[src/rtl/aud_ser_tx.sv]
module aud_ser_tx #(
  parameter int DW     = 20,
  parameter int NW     = 16,
  parameter int HSLOTS = 32
) (
  input  logic          clk,
  input  logic          rst_n,
  input  logic [1:0]    mode_sel,
  input  logic [1:0]    fmt_sel,
  input  logic [DW-1:0] smp_left,
  input  logic [DW-1:0] smp_right,
  input  logic          smp_valid,
  input  logic          sl_bclk,
  input  logic          sl_wclk,
  input  logic          sl_strobe,
  output logic          sdata,
  output logic          ck_oe,
  output logic          mst_bclk,
  output logic          mst_wclk,
  output logic          mst_strobe
);
  localparam int CW = $clog2(HSLOTS) + 1;

  function automatic logic pick(input logic [DW-1:0] w, input logic [CW-1:0] idx);
    logic [DW-1:0] t;
    t = w << idx;
    return t[DW-1];
  endfunction

  logic          armed;
  logic [1:0]    mode_q, fmt_q;

  always_ff @(posedge clk or negedge rst_n)
    if (!rst_n) begin
      armed  <= 1'b0;
      mode_q <= 2'b00;
      fmt_q  <= 2'b00;
    end else if (!armed) begin
      armed  <= 1'b1;
      mode_q <= mode_sel;
      fmt_q  <= fmt_sel;
    end

  wire master = armed && (mode_q != 2'b00);
  wire slave  = armed && (mode_q == 2'b00);
  wire is_i2s = (fmt_q == 2'b01);

  logic [CW-1:0] win_st, win_w;
  always_comb
    case (fmt_q)
      2'b00:   begin win_st = '0;                win_w = CW'(DW); end
      2'b01:   begin win_st = CW'(1);            win_w = CW'(DW); end
      2'b10:   begin win_st = CW'(HSLOTS - NW);  win_w = CW'(NW); end
      default: begin win_st = CW'(HSLOTS - DW);  win_w = CW'(DW); end
    endcase

  logic [DW-1:0] pend_l, pend_r, frm_l, frm_r;

  // master timing
  logic [2:0]    hc, lim;
  logic          bclk_q, wclk_q, strobe_q, sdata_q;
  logic [CW-1:0] slot;

  always_comb
    case (mode_q)
      2'b01:   lim = 3'd3;
      2'b10:   lim = 3'd2;
      default: lim = 3'd1;
    endcase

  wire           hc_end = master && (hc == lim);
  wire           m_fall = hc_end && bclk_q;
  wire [CW-1:0]  slot_n = slot + 1'b1;
  wire           m_half = slot_n[CW-1];
  wire [CW-1:0]  m_j    = {1'b0, slot_n[CW-2:0]};
  wire           m_in   = (m_j >= win_st) && (m_j < win_st + win_w);
  wire [CW-1:0]  m_idx  = m_j - win_st;
  wire           m_load = m_fall && (slot_n == '0);
  wire [DW-1:0]  m_word = m_half ? frm_r : (m_load ? pend_l : frm_l);

  always_ff @(posedge clk or negedge rst_n)
    if (!rst_n) begin
      hc     <= '0;
      bclk_q <= 1'b0;
      slot   <= '1;
    end else if (master) begin
      if (hc_end) begin
        hc     <= '0;
        bclk_q <= ~bclk_q;
        if (bclk_q) slot <= slot_n;
      end else begin
        hc <= hc + 1'b1;
      end
    end

  // slave input synchronizers and edge detection
  logic [1:0]    sb_sy, sw_sy, ss_sy;
  logic          sb_q, sw_q, ss_q;
  logic [CW-1:0] cnt, cnt_n;

  always_ff @(posedge clk or negedge rst_n)
    if (!rst_n) begin
      sb_sy <= '0; sw_sy <= '0; ss_sy <= '0;
      sb_q  <= 1'b0; sw_q <= 1'b0; ss_q <= 1'b0;
    end else begin
      sb_sy <= {sb_sy[0], sl_bclk};
      sw_sy <= {sw_sy[0], sl_wclk};
      ss_sy <= {ss_sy[0], sl_strobe};
      sb_q  <= sb_sy[1];
      sw_q  <= sw_sy[1];
      ss_q  <= ss_sy[1];
    end

  wire s_rise = slave && sb_sy[1] && !sb_q;
  wire s_fall = slave && !sb_sy[1] && sb_q;
  wire w_chg  = slave && (sw_sy[1] != sw_q);
  wire s_chg  = slave && (ss_sy[1] != ss_q);
  wire s_left = sw_sy[1] ^ is_i2s;
  wire s_load = w_chg && s_left;
  wire s_upd  = s_fall || w_chg || s_chg;
  wire [DW-1:0] s_word = s_left ? (s_load ? pend_l : frm_l) : frm_r;

  always_comb begin
    cnt_n = cnt;
    if (!ss_sy[1] || w_chg)             cnt_n = '0;
    else if (s_rise && (cnt != '1))     cnt_n = cnt + 1'b1;
  end

  wire s_bit = ss_sy[1] && (cnt_n < win_w) && pick(s_word, cnt_n);

  always_ff @(posedge clk or negedge rst_n)
    if (!rst_n) cnt <= '0;
    else if (slave) cnt <= cnt_n;

  // sample holding
  always_ff @(posedge clk or negedge rst_n)
    if (!rst_n) begin
      pend_l <= '0; pend_r <= '0; frm_l <= '0; frm_r <= '0;
    end else begin
      if (smp_valid) begin
        pend_l <= smp_left;
        pend_r <= smp_right;
      end
      if (m_load || s_load) begin
        frm_l <= pend_l;
        frm_r <= pend_r;
      end
    end

  // output registers
  always_ff @(posedge clk or negedge rst_n)
    if (!rst_n) begin
      sdata_q  <= 1'b0;
      wclk_q   <= 1'b0;
      strobe_q <= 1'b0;
    end else if (m_fall) begin
      sdata_q  <= m_in && pick(m_word, m_idx);
      wclk_q   <= m_half ^ ~is_i2s;
      strobe_q <= m_in;
    end else if (s_upd) begin
      sdata_q  <= s_bit;
    end

  assign sdata      = sdata_q;
  assign ck_oe      = master;
  assign mst_bclk   = bclk_q;
  assign mst_wclk   = wclk_q;
  assign mst_strobe = strobe_q;
endmodule

[config.mk]
export PLATFORM = sky130hd
export DESIGN_NAME = aud_ser_tx
export DESIGN_NICKNAME = d
export VERILOG_FILES = /design/src/rtl/aud_ser_tx.sv
export SDC_FILE = /design/constraint.sdc
export NUM_CORES = 1
export LEC_CHECK = 0
export BUFFER_PORTS_ARGS = -buffer_cell sky130_fd_sc_hd__buf_2
export CAP_MARGIN = 15
export CORE_UTILIZATION = 30
export CTS_CLUSTER_DIAMETER = 100
export DETAILED_ROUTE_END_ITERATION = 16
export GPL_ROUTABILITY_DRIVEN = 0
export MAX_ROUTING_LAYER = met4
export PLACE_DENSITY = 0.51
export SLEW_MARGIN = 10
export SYNTH_ARGS = -nofsm -noshare
export SYNTH_HDL_FRONTEND = slang
export SYNTH_SLANG_ARGS = --single-unit
[constraint.sdc]
create_clock -name clk -period 8.4 [get_ports clk]
set_clock_uncertainty 0.05 [all_clocks]
set_input_delay 2.1 -clock clk [delete_from_list [all_inputs] [get_ports clk]]
set_output_delay 2.1 -clock clk [all_outputs]
set_load 0.1 [all_outputs]
* Word-level counts from Yosys, hierarchy flattened
Cells that the tools add are included.
Cells by class: $add $sub $neg 5, order comparisons 3, eq/ne operators 8, shift-type cells 2, mux-type cells 12, bitwise operators 4, reductions and logical operators 31
Operator list (count):
- $mux 20 | 4
- $shl 20x6->20 | 2
- $logic_and 1x1->1 | 17
- $pmux 5 s3 | 1
- $add 6x1->6 const B | 2
- $mux 6 | 2
- $add 6x6->6 | 1
- $ge 5x6->1 | 1
- $logic_not 6->1 | 1
- $lt 5x6->1 | 1
- $lt 6x6->1 | 1
- $mux 3 | 2
- $ne 6x6->1 const B | 1
- $sub 5x6->6 | 1
- $eq 2x1->1 const B | 2
- $eq 2x2->1 const B | 2
- $logic_not 2->1 | 2
- $logic_or 1x1->1 | 4
- $pmux 2 s2 | 1
- $reduce_bool 2->1 | 2
- $add 3x1->3 const B | 1
- $eq 3x3->1 | 1
- $logic_not 1->1 | 3
- $reduce_and 3->1 | 1
- 5 further kinds | 9
Storage, ports and cells: bits in registers 113, bits of input ports 50

* Longest topological paths before layout
Gate-level depths: netlist of the first run.
depth after elaboration 12, gate-level depth with buffers 12, mapped depth without buffers 12

* Worst setup path before layout of the first run
OpenSTA, ideal clock, no wires.
path kind reg2out, from register mode_q[0], to output ck_oe, data arrival time 1.420 ns, required time 6.250 ns, path slack 4.830 ns, cell stages (with the launch flop) 5, cell sequence dfrtp_1 inv_1 ha_1 nand2b_2 inv_1
Between the ends: longest elaborated chain between the ends 2
RTL lines:
- start: declaration | RTL line 31 | logic [1:0] mode_q, fmt_q;
- start signal: assignment | RTL line 40 | mode_q <= mode_sel;
- $reduce_bool 2->1 | RTL line 44 | wire master = armed && (mode_q != 2'b00);
- $logic_and 1x1->1 | RTL line 44
- end: declaration | RTL line 17 | output logic ck_oe,
Every way passes these cells.

* Worst setup path in the final report of the first run
Same ends and word-level chain as after synthesis.

==> results of run 1 <==
[stage by stage]
step	hold slack, ps	worst slack (ps)	area, um2	util (%)	power [mW]
after floorplan	281.2	4830	5954	-	1.427
after global placement	292.0	4866	6496	33.38	1.621
after detailed placement	289.7	4825	6496	33.38	1.646
after CTS	302.5	4401	7142	36.70	2.439
after global routing	302.9	4319	7142	36.70	2.563
final	299.8	4422	7142	36.70	2.422
[flip-flops by register name, indices dropped and copies added, names as in the netlist, 3 cells and up]
name    count
cnt         6
frm_l      20
frm_r      20
hc          3
pend_l     20
pend_r     20
slot        6
[cells in the final DEF, fill, tap and decap left out, drive strengths merged, types with 8 or more instances in the layout]
master,count
a21oi,18
buf,58
clkbuf,21
dfrtp,107
ha,15
inv,16
mux2,88
mux2i,25
mux4,11
nand2,38
nand3,8
nor2,24
nor3,11
o21ai,14
xnor2,15
xor2,12
[kinds of logic after synthesis]
group	Yosys count
flops	113
mux	124
buf+inv	36
other cells	1
xor+xnor	27
simple gates	109
compound gates	70
fa+ha+maj	15
[layout make-up]
class / count / area (um2)
repair buffers: 58 / 302.8
fillers: 1906 / 12320
clock buffers: 21 / 470.5
multi-input cells: 346 / 2974
well taps: 265 / 331.6
clock inverters: 11 / 175.2
inverters: 14 / 52.55
flip-flops and latches: 113 / 2835
[power by group]
part           internal (mW)  leakage, nW  switching (mW)
combinational          0.379         1.50           0.438
sequential             0.692         1.36           0.132
clock                  0.521        0.310           0.259
total                   1.59         3.16           0.829
[how the worst max path moves through the flow]
stage	start	end	slack (ps)	cells after the start
6_report	mode_q[0]	ck_oe	4420	5
5_1_grt	mode_q[1]	ck_oe	4320	5
4_1_cts	mode_q[0]	ck_oe	4400	5
3_5_place_dp	rst_n	pend_l[17]	4820	2
3_3_place_gp	rst_n	pend_r[17]	4870	2
2_1_floorplan	mode_q[0]	ck_oe	4830	4
[per-layer routing]
| metal | global-route usage (%) | wire (um) |
|---|---|---|
| met5 | - | 0 |
| met2 | 22.83 | 6296 |
| met1 | 19.55 | 6309 |
| met4 | 6.112 | 246 |
| met3 | 3.488 | 588 |
==> flow_summary.ini, run 1 <==
[synthesis]
synth.top_cell.area_share_pct = 44.97
ys_types = 62
syn_area_um2 = 5954
postSynthCellCount = 495
synth.area.top_cells = dfrtp_1, mux2_2, mux2i_1
syn_nets = 560
synthArstFlopShare_pct = 100.0
seq_area_frac_synth_pct = 47.62
yosys.area_share.simple_pct = 9.351
muxShareOfSynthArea_pct = 25.13
yosysMostFrequentCell = dfrtp_1
synth_xor_area_share_pct = 4.287
synthAdderAreaFrac_pct = 3.152
synth_largest_area_cell = dfrtp_1
synthTopCellsByCount = dfrtp_1, mux2_2, nand2_1, mux2i_1, nor2_1
syn_area_per_cell_um2 = 12.03
ys.flop_type = dfrtp_1
synth-edff-count = 0
synth-compound-area-share_pct = 7.943
ys_warn_count = 0
ys_ff_latch = 113
synth_top_family_by_area = multiplexers

[clocking]
post-cts-setup-buffer-count = 0
clkTransAtPathRegs_ps = 50
cts-hold-fix-buffers = 0
h-tree-depth = 4
cts_tree = done
cts_buffer_depth = 2
cts-buffers-inserted = 17
clk_latency_ps = 420
clock_sinks = 113
cts_root_buffer = clkbuf_16
cts_resized = 0

[min_path]
worstHoldStart = ss_sy[0]
hp-class = flip-flop to flip-flop
min_to = ss_sy[1]
min_path_cells = 0

[timing]
period_share_pct = 47.36
final.min_clock_period_ps = 3978
max-slew-margin-rel_pct = 36.48
hold_viol = 0
fmax_mhz = 251.4
slew_violations = 0
rsz0062_at_grt = no
setup_violations = 0
tns_ps = 0
tightest_slew_ps = 952.8

[worst_setup_path]
slowest_delay_ps = 440
cpMostUsedCell = inv_1
crit_type = flip-flop to primary output
crit_family = buffers and inverters
r2r-end = sdata
cp_num_buf_inv = 3
rr_startpoint = fmt_q[1]
cp.required_ps = 6250
crit_chain = inv_1, ha_1, nand2b_2, inv_1, buf_2
worstSetupStartpointType = flip-flop
worst_ep_arrival_time_ps = 1830
crit_slowest_cell = buf_2
crit_path_max_fanout = 5
endpoint_kind = primary output
rrSetupSlack_ps = 4940
reg2reg_depth = 9

[global_routing]
grt_pass1_wl_mm = 22.52
track_usage_pct = 15.13
gr-total-overflow = 0
grt_pass1_vias = 4187
antenna_found_initial = 0
grt_max_degree = 76

[floorplanning]
num_rows = 51
initial_utilization_pct = 30.59
dieArea_um2 = 20420
die_width_um = 142.9
ios = 55
dieHeight_um = 142.9
coreArea_um2 = 19460

[route]
routedWlPerCell_um = 16.23
wl_mm = 13.44
dr.pass1.iters = 5
drcViolationCount = 0
vias = 4070
drt_first_iter_violations = 192
via_per_inst = 4.915
ant_nets = 0

[power]
peakVddDrop_mv = 0.1660
power_density_nw_per_um2 = 339.1
p_leak_nw = 3.162

[layout]
final_cells = 828
diodes = 0
area_growth_pct = 19.94
fin_nets = 615
drive_above_1_share_pct = 36.06

[run]
drv_cap = 0

[placed_design]
portBuffers = 54
dp_hpwl_mm = 9.807
place_inst = 796

[run_status]
status = finished, final reports clean
No activity file was read; power rests on OpenSTA's default activity.
==> run 2: changes to the inputs <==
--- a/config.mk
+++ b/config.mk
@@ -5,6 +5,7 @@
 export SDC_FILE = /design/constraint.sdc
 export NUM_CORES = 1
 export LEC_CHECK = 0
+export ABC_AREA = 1
 export BUFFER_PORTS_ARGS = -buffer_cell sky130_fd_sc_hd__buf_2
 export CAP_MARGIN = 15
 export CORE_UTILIZATION = 30
@@ -12,7 +13,7 @@
 export DETAILED_ROUTE_END_ITERATION = 16
 export GPL_ROUTABILITY_DRIVEN = 0
 export MAX_ROUTING_LAYER = met4
-export PLACE_DENSITY = 0.51
+export PLACE_DENSITY = 0.52
 export SLEW_MARGIN = 10
 export SYNTH_ARGS = -nofsm -noshare
 export SYNTH_HDL_FRONTEND = slang
==> constraint.sdc (replaced) <==
create_clock -name clk -period 3.56 [get_ports clk]
set_clock_uncertainty 0.05 [all_clocks]
set_input_delay 0.89 -clock clk [delete_from_list [all_inputs] [get_ports clk]]
set_output_delay 0.89 -clock clk [all_outputs]
set_load 0.1 [all_outputs]
==> run 2 against run 1 <==
Utilization is 0.22 points lower. Setup slack worse by 3900 ps. Clock power is 110% higher. Global-route usage is 2.0 points higher. Critical path type is now flip-flop to flip-flop. Critical path depth is 10 higher. Combinational power is 130% higher. Sequential cell count stayed put. Largest power group is now combinational logic. Synthesized cell count is 66% higher. Non-clock buffer count is 9 higher.
==> flow_summary.ini, run 2 <==
[run_status]
status = finished, final reports clean

[clocking]
cts-hold-fix-buffers = 0
cts-buffers-inserted = 17
cts_resized = 0
cts_root_buffer = clkbuf_16
h-tree-depth = 4
clkTransAtPathRegs_ps = 50
cts_tree = done
post-cts-setup-buffer-count = 0
clock_sinks = 113
clk_latency_ps = 420
cts_buffer_depth = 2

[timing]
rsz0062_at_grt = no
tightest_slew_ps = 610.4
fmax_mhz = 329.0
setup_violations = 0
tns_ps = 0
slew_violations = 0
max-slew-margin-rel_pct = 59.21
period_share_pct = 85.37
setup_slack_ps = 520.8
final.min_clock_period_ps = 3039
hold_viol = 0

[worst_setup_path]
worst_ep_arrival_time_ps = 3340
rr_startpoint = slot[0]
cp-startpoint = slot[0]
cp.required_ps = 3870
endpoint_kind = flip-flop
crit_path_max_fanout = 6
worstSetupStartpointType = flip-flop
crit_type = flip-flop to flip-flop

[global_routing]
grt_max_degree = 45
antenna_found_initial = 0
grt_pass1_vias = 5309
gr-total-overflow = 0
track_usage_pct = 17.09
grt_pass1_wl_mm = 27.46

[route]
ant_nets = 0
routedWlPerCell_um = 14.36
vias = 5416
dr.pass1.iters = 5
wl_mm = 16.63
drt_first_iter_violations = 283
via_per_inst = 4.677
drcViolationCount = 0

[synthesis]
ys_warn_count = 0
syn_area_um2 = 6286
synth.area.top_cells = dfrtp_1, nand2_1, o21ai_0
synthArstFlopShare_pct = 100.0
seq_area_frac_synth_pct = 45.10
synth-edff-count = 0
synth_largest_area_cell = dfrtp_1
ys.flop_type = dfrtp_1
postSynthCellCount = 822
ys_types = 37
synthTopCellsByCount = nand2_1, inv_1, dfrtp_1, o21ai_0, nand3_1
syn_area_per_cell_um2 = 7.647
yosysMostFrequentCell = nand2_1
ys_ff_latch = 113
synth.top_cell.area_share_pct = 42.60
syn_nets = 887

[layout]
fin_nets = 940
final_common_cell = nand2_1
final_cells = 1158
layout_common_cells = nand2_1, inv_1, dfrtp_1
drive_above_1_share_pct = 16.44
diodes = 0
area_growth_pct = 18.17

[floorplanning]
dieHeight_um = 146.8
num_rows = 52
coreArea_um2 = 20360
dieArea_um2 = 21540
ios = 55
initial_utilization_pct = 30.87
die_width_um = 146.8

[placed_design]
dpl_worst_slack_ps = 552.6
place_inst = 1126
dp_hpwl_mm = 12.36
portBuffers = 54

[power]
p_leak_nw = 3.727
peakVddDrop_mv = 0.3814
power_density_nw_per_um2 = 722.3

[min_path]
hp-class = flip-flop to flip-flop
worstHoldStart = ss_sy[0]

[run]
drv_cap = 0
[run 2: cell count changes in the layout (fill, tap and decap cells not counted), sizes merged, moves of 11 or more]
cell	change
nand2	+195
o21ai	+92
nor2	+12
mux4	-11
mux2i	-25
nand3	+93
xnor2	-12
inv	+105
mux2	-69
[run 2: worst paths after layout]
kind	to	slack, ps	cells after the start
worst max-delay path	sdata	520	15
worst min-delay path	ss_sy[1]	290	0
worst max register to register	sdata	520	15
worst min register to register	ss_sy[1]	290	0
max in group asynchronous	slot[5]	2310	2
min in group asynchronous	mst_bclk	430	1
[run 2: report_power, final]
part,switching (mW),internal [mW]
combinational,1.26,0.638
clock,0.617,1.05
sequential,0.210,1.60
[run 2: cell families (layout without fill, tap and decap cells)]
family / Yosys count / in the layout / synth area share (%)
AO/OA/AOI/OAI: 134 / 134 / 11.07
XOR/XNOR: 9 / 9 / 1.374
adder cells (fa/ha/maj): 15 / 15 / 2.986
buffers and inverters: 155 / 221 / 10.01
flip-flops: 113 / 113 / 45.10
multiplexers: 19 / 19 / 3.404
other: 1 / 1 / 0.05966
AND/OR/NAND/NOR: 376 / 376 / 26.00
[run 2: routing by layer]
metal / wire length, um / track usage (%)
met1: 7852 / 21.67
met4: 310 / 5.573
met5: 0 / -
met2: 7826 / 26.97
met3: 639 / 3.789
[run 2: cell type report]
type                       count  area, um2
fill                        2148      12940
sequential                   113       2835
multi-input combinational    554       2824
clock buffer                  23      498.0
inverter                     122      457.9
timing repair buffer          67      395.4
tap                          270      337.8
clock inverter                 9      80.08
[run 2: worst max-delay path, cell delays in order, from the launching register on]
cell and delay, ps:
dfstp_2 600, ha_1 230, nand2_1 100, nand2_1 120
inv_1 70, ha_1 300, inv_1 60, or2_2 280
o21ai_0 260, a41oi_1 90, o21ai_0 190, o21a_1 160
nand3_1 130, a21oi_1 140, nand2_1 80, a21oi_2 100
[run 2: through the flow]
| stage | util [%] | power (mW) | hold WS (ps) | cell area, um2 |
|---|---|---|---|---|
| global route | 36.48 | 5.776 | 299.7 | 7428 |
| global placement | 33.64 | 3.711 | 285.3 | 6850 |
| CTS | 36.48 | 5.416 | 297.1 | 7428 |
| finish | 36.48 | 5.365 | 295.0 | 7428 |
| floorplan | - | 3.173 | 281.2 | 6286 |
| detailed placement | 33.64 | 3.715 | 293.4 | 6850 |
